`src/rtl/ccu_pkg.sv`:
```
package ccu_pkg;
    localparam int LANES = 4;
    localparam int CW    = 8;
    localparam logic [CW-1:0] RESET_CODE = 8'h80;

    typedef enum logic {OP_READ = 1'b0, OP_WRITE = 1'b1} bus_op_e;

    typedef enum logic [1:0] {
        SEL_FINAL  = 2'd0,
        SEL_SCALE  = 2'd1,
        SEL_OFFSET = 2'd2,
        SEL_SPARE  = 2'd3
    } reg_sel_e;

    typedef enum logic {BUS_IDLE = 1'b0, BUS_RDRESP = 1'b1} bus_state_e;
endpackage

```
`src/rtl/ccu_arith.sv`:
```
module ccu_arith #(
    parameter int CODE_W = 8,
    parameter int FRAC   = 7
) (
    input  logic [CODE_W-1:0] raw_i,
    input  logic [CODE_W-1:0] scale_i,
    input  logic [CODE_W-1:0] offset_i,
    output logic [CODE_W-1:0] code_o
);
    localparam int PW = 2 * CODE_W;
    localparam int SW = PW + 2;
    localparam logic signed [SW-1:0] MAXV = SW'((1 << CODE_W) - 1);

    logic [PW-1:0]        prod;
    logic [PW-1:0]        prod_sh;
    logic signed [SW-1:0] sum_w;

    always_comb begin
        prod    = PW'(raw_i) * PW'(scale_i);
        prod_sh = prod >> FRAC;
        sum_w   = $signed({2'b00, prod_sh})
                + $signed({{(SW-CODE_W){offset_i[CODE_W-1]}}, offset_i});
        if (sum_w < 0)
            code_o = '0;
        else if (sum_w > MAXV)
            code_o = '1;
        else
            code_o = sum_w[CODE_W-1:0];
    end
endmodule

```
`src/rtl/ccu_chan.sv`:
```
module ccu_chan #(
    parameter int CODE_W = 8,
    parameter int FRAC   = 7,
    parameter logic [CODE_W-1:0] INIT = 8'h80
) (
    input  logic              clk,
    input  logic              rst_n,
    input  logic [CODE_W-1:0] raw_i,
    input  logic              ready_i,
    input  logic              wr_final_i,
    input  logic              wr_scale_i,
    input  logic              wr_off_i,
    input  logic [CODE_W-1:0] wdata_i,
    output logic [CODE_W-1:0] scale_o,
    output logic [CODE_W-1:0] offset_o,
    output logic [CODE_W-1:0] final_o,
    output logic [CODE_W-1:0] active_o
);
    localparam logic [CODE_W-1:0] UNITY = CODE_W'(1 << FRAC);

    logic [CODE_W-1:0] scale_q, off_q, ovv_q, final_q, active_q;
    logic              ovf_q;
    logic [CODE_W-1:0] scale_d, off_d, ovv_d, comp_d, final_d;
    logic              ovf_d;

    // next register contents, so a strobe in a write cycle sees the write
    always_comb begin
        scale_d = scale_q;
        off_d   = off_q;
        ovv_d   = ovv_q;
        ovf_d   = ovf_q;
        if (wr_final_i) begin
            ovv_d = wdata_i;
            ovf_d = 1'b1;
        end
        if (wr_scale_i) begin
            scale_d = wdata_i;
            ovf_d   = 1'b0;
        end
        if (wr_off_i) begin
            off_d = wdata_i;
            ovf_d = 1'b0;
        end
    end

    ccu_arith #(.CODE_W(CODE_W), .FRAC(FRAC)) u_arith (
        .raw_i    (raw_i),
        .scale_i  (scale_d),
        .offset_i (off_d),
        .code_o   (comp_d)
    );

    assign final_d = ovf_d ? ovv_d : comp_d;

    always_ff @(posedge clk or negedge rst_n) begin
        if (!rst_n) begin
            scale_q  <= INIT;
            off_q    <= '0;
            ovv_q    <= INIT;
            ovf_q    <= 1'b1;
            final_q  <= INIT;
            active_q <= INIT;
        end else begin
            scale_q <= scale_d;
            off_q   <= off_d;
            ovv_q   <= ovv_d;
            ovf_q   <= ovf_d;
            final_q <= final_d;
            if (ready_i)
                active_q <= final_d;
        end
    end

    assign scale_o  = scale_q;
    assign offset_o = off_q;
    assign final_o  = final_q;
    assign active_o = active_q;


    unity_pass_chk: assert property (@(posedge clk) disable iff (!rst_n)
        (!ovf_d && scale_d == UNITY && off_d == '0) |=> final_q == $past(raw_i));

    ovr_store_chk: assert property (@(posedge clk) disable iff (!rst_n)
        wr_final_i |=> (ovf_q && final_q == $past(wdata_i)));

    ovr_clear_chk: assert property (@(posedge clk) disable iff (!rst_n)
        (wr_scale_i || wr_off_i) |=> !ovf_q);

    hold_chk: assert property (@(posedge clk) disable iff (!rst_n)
        !ready_i |=> $stable(active_q));

    apply_chk: assert property (@(posedge clk) disable iff (!rst_n)
        ready_i |=> active_q == final_q);
endmodule

```
`src/rtl/ccu_regif.sv`:
```
module ccu_regif
    import ccu_pkg::*;
#(
    parameter int NL   = 4,
    parameter int CODE_W = 8
) (
    input  logic                 clk,
    input  logic                 rst_n,
    input  logic                 valid_i,
    input  logic                 op_i,
    input  logic [1:0]           addr_i,
    input  logic [NL-1:0]        be_i,
    input  logic [NL*CODE_W-1:0] final_i,
    input  logic [NL*CODE_W-1:0] scale_i,
    input  logic [NL*CODE_W-1:0] offset_i,
    output logic [NL-1:0]        wr_final_o,
    output logic [NL-1:0]        wr_scale_o,
    output logic [NL-1:0]        wr_off_o,
    output logic                 rvalid_o,
    output logic [NL*CODE_W-1:0] rdata_o
);
    bus_state_e state_q, state_d;
    bus_op_e    op;
    reg_sel_e   sel;
    logic       rd_acc, wr_acc;
    logic [NL*CODE_W-1:0] rdata_q, rsel;

    assign op     = bus_op_e'(op_i);
    assign sel    = reg_sel_e'(addr_i);
    assign rd_acc = valid_i && (op == OP_READ);
    assign wr_acc = valid_i && (op == OP_WRITE);

    // next state
    always_comb begin
        state_d = BUS_IDLE;
        unique case (state_q)
            BUS_IDLE:   state_d = rd_acc ? BUS_RDRESP : BUS_IDLE;
            BUS_RDRESP: state_d = rd_acc ? BUS_RDRESP : BUS_IDLE;
        endcase
    end

    always_ff @(posedge clk or negedge rst_n) begin
        if (!rst_n) state_q <= BUS_IDLE;
        else        state_q <= state_d;
    end

    // read data select and capture
    always_comb begin
        rsel = '0;
        unique case (sel)
            SEL_FINAL:  rsel = final_i;
            SEL_SCALE:  rsel = scale_i;
            SEL_OFFSET: rsel = offset_i;
            SEL_SPARE:  rsel = '0;
        endcase
    end

    always_ff @(posedge clk or negedge rst_n) begin
        if (!rst_n)      rdata_q <= '0;
        else if (rd_acc) rdata_q <= rsel;
    end

    // outputs
    always_comb begin
        rvalid_o   = (state_q == BUS_RDRESP);
        rdata_o    = rdata_q;
        wr_final_o = (wr_acc && sel == SEL_FINAL)  ? be_i : '0;
        wr_scale_o = (wr_acc && sel == SEL_SCALE)  ? be_i : '0;
        wr_off_o   = (wr_acc && sel == SEL_OFFSET) ? be_i : '0;
    end


    rd_resp_chk: assert property (@(posedge clk) disable iff (!rst_n)
        rd_acc |=> rvalid_o);

    no_spurious_rvalid_chk: assert property (@(posedge clk) disable iff (!rst_n)
        !rd_acc |=> !rvalid_o);
endmodule

```
`src/rtl/comp_code_unit.sv`:
```
module comp_code_unit
    import ccu_pkg::*;
#(
    parameter int GAIN_KEEP = 6
) (
    input  logic                 clk,
    input  logic                 rst_n,
    input  logic [LANES*CW-1:0]  raw_code_i,
    input  logic [LANES-1:0]     ready_i,
    input  logic                 bus_valid_i,
    input  logic                 bus_op_i,
    input  logic [1:0]           bus_addr_i,
    input  logic [LANES-1:0]     bus_be_i,
    input  logic [LANES*CW-1:0]  bus_wdata_i,
    output logic                 bus_rvalid_o,
    output logic [LANES*CW-1:0]  bus_rdata_o,
    output logic [GAIN_KEEP-1:0] gain_code_o,
    output logic [CW-2:0]        term_code_o,
    output logic [CW-2:0]        tx_code_o,
    output logic [CW-3:0]        iref_code_o
);
    localparam int L_GAIN = 3;
    localparam int L_TERM = 2;
    localparam int L_TX   = 1;
    localparam int L_IREF = 0;
    localparam int DW     = LANES * CW;

    logic [LANES-1:0] wr_final, wr_scale, wr_off;
    logic [DW-1:0]    final_w, scale_w, off_w, active_w;

    ccu_regif #(.NL(LANES), .CODE_W(CW)) u_regif (
        .clk        (clk),
        .rst_n      (rst_n),
        .valid_i    (bus_valid_i),
        .op_i       (bus_op_i),
        .addr_i     (bus_addr_i),
        .be_i       (bus_be_i),
        .final_i    (final_w),
        .scale_i    (scale_w),
        .offset_i   (off_w),
        .wr_final_o (wr_final),
        .wr_scale_o (wr_scale),
        .wr_off_o   (wr_off),
        .rvalid_o   (bus_rvalid_o),
        .rdata_o    (bus_rdata_o)
    );

    for (genvar g = 0; g < LANES; g++) begin : g_lane
        ccu_chan #(.CODE_W(CW), .FRAC(CW-1), .INIT(RESET_CODE)) u_chan (
            .clk        (clk),
            .rst_n      (rst_n),
            .raw_i      (raw_code_i[g*CW +: CW]),
            .ready_i    (ready_i[g]),
            .wr_final_i (wr_final[g]),
            .wr_scale_i (wr_scale[g]),
            .wr_off_i   (wr_off[g]),
            .wdata_i    (bus_wdata_i[g*CW +: CW]),
            .scale_o    (scale_w[g*CW +: CW]),
            .offset_o   (off_w[g*CW +: CW]),
            .final_o    (final_w[g*CW +: CW]),
            .active_o   (active_w[g*CW +: CW])
        );
    end

    assign gain_code_o = active_w[L_GAIN*CW+CW-1 -: GAIN_KEEP];
    assign term_code_o = active_w[L_TERM*CW+CW-1 -: CW-1];
    assign tx_code_o   = active_w[L_TX*CW+CW-1   -: CW-1];
    assign iref_code_o = active_w[L_IREF*CW+CW-1 -: CW-2];
endmodule

```
`config.mk`:
```
export PLATFORM = sky130hd
export DESIGN_NAME = comp_code_unit
export DESIGN_NICKNAME = d
export VERILOG_FILES = /design/src/rtl/ccu_pkg.sv /design/src/rtl/ccu_arith.sv /design/src/rtl/ccu_chan.sv /design/src/rtl/ccu_regif.sv /design/src/rtl/comp_code_unit.sv
export SDC_FILE = /design/constraint.sdc
export NUM_CORES = 1
export LEC_CHECK = 0
export ABC_AREA = 1
export BUFFER_PORTS_ARGS = -buffer_cell sky130_fd_sc_hd__buf_2
export CAP_MARGIN = 20
export CORE_UTILIZATION = 63
export CTS_BUF_LIST = sky130_fd_sc_hd__clkbuf_8
export DETAILED_ROUTE_END_ITERATION = 6
export GPL_ROUTABILITY_DRIVEN = 0
export PLACE_DENSITY = 0.82
export SETUP_SLACK_MARGIN = 0.05
export SYNTH_ARGS = -nofsm -noshare
export SYNTH_HDL_FRONTEND = slang
export SYNTH_HIERARCHICAL = 1
export SYNTH_SLANG_ARGS = --single-unit
```
`constraint.sdc`:
```
create_clock -name clk -period 7.12 [get_ports clk]
set_input_delay 0.712 -clock clk [delete_from_list [all_inputs] [get_ports clk]]
set_output_delay 0.712 -clock clk [all_outputs]
set_load 0.01 [all_outputs]
```
==> results by group <==
Drt
  • DR vias: 18400
  • Via density: 5.33
  • Detailed Route WL: 50.3 mm
  • DR WL/cell: 14.5 um
  • DR iter-0 viols: 1290
  • Drt pass-1 iters: 6
  • Final ANT Viol Nets: 0
  • Detailed-route DRC error count: 0

Power and ir drop
  • Share of power burned in registers: 17.1%
  • Pint: 4.45 mW
  • Max VDD drop: 0.255 mV
  • Total power: 9.39 mW
  • Sw frac: 52.6%
  • NetSw: 4.94 mW
  • Pwr/cell area: 425 nW/um^2
  • Leakage: 14.0 nW
  • Gate power share: 75.0%
  • Clk network pwr share: 8.0%

CTS
  • CTS buffer count: 17
  • Clock Sink Count: 191
  • Worst-path clk slew: 0.13 ns
  • CTS Root Cell: clkbuf_8
  • Hold buffers post-CTS: 0
  • Setup bufs post-CTS: 0
  • H-tree depth: 4
  • Worst-case clock buffer depth: 2
  • TritonCTS clock tree: done
  • Clock Latency Late Sink: 0.49 ns

Setup path
  • Worst r2r src: g_lane[2].u_chan/scale_o[7]
  • WP data required: 7.50 ns
  • Worst Path Max Fanout: 10
  • CP endpoint kind: register
  • Largest stage delay on the critical path: 0.55 ns
  • WS Path Type: in -> reg
  • Worst Setup Start Kind: primary input
  • Sum of buffers and inverters on the critical path: 8
  • Most used cell along the critical path: nand2_1
  • CP startpoint: bus_valid_i
  • Critical Path AT: 6.97 ns
  • Critical Path Slowest Stage Cell: fa_1
  • CP delay by family, top: adder cells

Floorplan
  • Die X: 182 um
  • Die H: 182 um
  • Die Area: 33100 um^2
  • Rows: 65
  • Top Ports: 137
  • Initial Util: 64.3%
  • Core area: 31700 um^2

Timing
  • Tmin final: 6.59 ns
  • Period utilization: 92.5%
  • Worst hold slack: 0.262 ns
  • Worst-margin pin slew: 1.06 ns
  • Maximum operating frequency: 152 MHz
  • Unrepaired setup endpoints after global routing: false
  • Worst rel slew slack: 29.2%
  • Sum Neg Setup Slack: 0 ns
  • Number of setup violations in the final report: 0
  • Max Slew Vio Count: 0
  • Clk_skew: 0.0205 ns
  • Fin. Hold Viols: 0

Global route
  • GRT Overall Usage: 31.7%
  • First-pass GRT wire length: 84.9 mm
  • Initial antenna violation count: 1
  • Pin count of the biggest net entering global routing: 107
  • Grt ovf: 0
  • Vias in the first global route: 18300

Outcome
  • Status: finished clean

Final layout
  • Post-route insts no fill: 3461
  • Layout fillers: 2661
  • Synth-to-layout area growth: 8.32%
  • Fin nets: 3443
  • Final design utilization: 69.7%
  • Multi-input combinational cell area: 12600 um^2
  • Fraction of layout cells with a size suffix above 1: 12.2%
  • FF+latch area: 4800 um^2

Yosys
  • Synthesized area per cell: 7.01 um^2
  • Gate Count Post-Synth: 2912
  • Net Count, Synth: 3310
  • Mapped cell area: 20400 um^2
  • Synth warnings: 6

Place
  • Port bufs: 136
  • Post-DP HPWL: 40.3 mm
  • Placed insts: 3427

Run
  • Max-Cap Viols: 0

Hold path
  • Type of the worst min-delay path: in -> async
==> cell usage in the layout (no fill, tap or decap), types with 10 or more instances in the layout <==
cell type / n
fa_1: 144
nand3_1: 187
nor2_1: 174
buf_2: 135
clkbuf_8: 19
inv_8: 10
nand2_1: 930
inv_1: 646
nand4_1: 14
and2_1: 34
xor2_1: 24
nand3_2: 16
o21ai_0: 76
dfstp_2: 20
ha_1: 176
buf_4: 72
nand2_2: 28
inv_2: 17
dfrtp_1: 171
a21oi_1: 52
xnor2_1: 14
==> routing by layer <==
metal | up-vias | track usage (%) | wire, um
met4 | 0 | 11.6 | 1680
li1 | 8902 | - | -
met3 | 119 | 4.11 | 3130
met5 | - | 0 | 0
met1 | 8757 | 40.7 | 21000
met2 | 660 | 54.8 | 24500
==> metrics by stage <==
stage,worst slack (ns),area [um^2]
finish,0.531,22100
floorplan,0.489,20400
global route,0.104,22100
CTS,0.287,22100
detailed placement,-0.183,21600
global placement,-0.0458,21600
==> state kept, by name (all words and copies together) (netlist names) <==
signal	cells
g_lane.u_chan/final_o	32
g_lane.u_chan/offset_o	32
g_lane.u_chan/ovv_q	32
g_lane.u_chan/scale_o	32
u_regif/rdata_o	32
g_lane.u_chan/active_o	26
g_lane.u_chan/ovf_q	4
u_regif/rvalid_o	1
==> power groups by stage <==
stage / logic [mW] / clock network, mW / registers [mW]
2_1_floorplan: 5.17 / 0 / 1.62
3_3_place_gp: 6.70 / 0 / 1.61
3_5_place_dp: 6.91 / 0 / 1.62
4_1_cts: 6.97 / 0.758 / 1.60
5_1_grt: 8.06 / 0.801 / 1.63
6_report: 7.03 / 0.749 / 1.60
==> final cells by class <==
cell class / count / share of cell area, %
inverters: 669 / 11.5
clock inverters: 14 / 0.736
well taps: 402 / 2.28
flip-flops and latches: 191 / 21.7
clock buffers: 18 / 1.12
multi-input cells: 1957 / 56.9
repair buffers: 209 / 5.69
diodes: 1 / 0.0113
==> what timing repair did <==
action / in CTS / in global routing
endpoints found under the setup margin: 0 / 58
gates resized for setup: 0 / 10
endpoints found under the hold margin: 0 / 0
==> worst paths after layout <==
kind / end / slack, ns / cells past startpoint
max: g_lane[2].u_chan/final_o[6] / 0.53 / 34
max reg2reg: g_lane[2].u_chan/final_o[6] / 1.10 / 28
min in group clk: g_lane[3].u_chan/active_o[7] / 0.48 / 2
min: u_regif/rdata_o[7] / 0.26 / 1
max in group asynchronous: g_lane[3].u_chan/scale_o[7] / 5.42 / 3
min reg2reg: g_lane[3].u_chan/active_o[7] / 0.48 / 2
No activity file was read; power rests on OpenSTA's default activity.
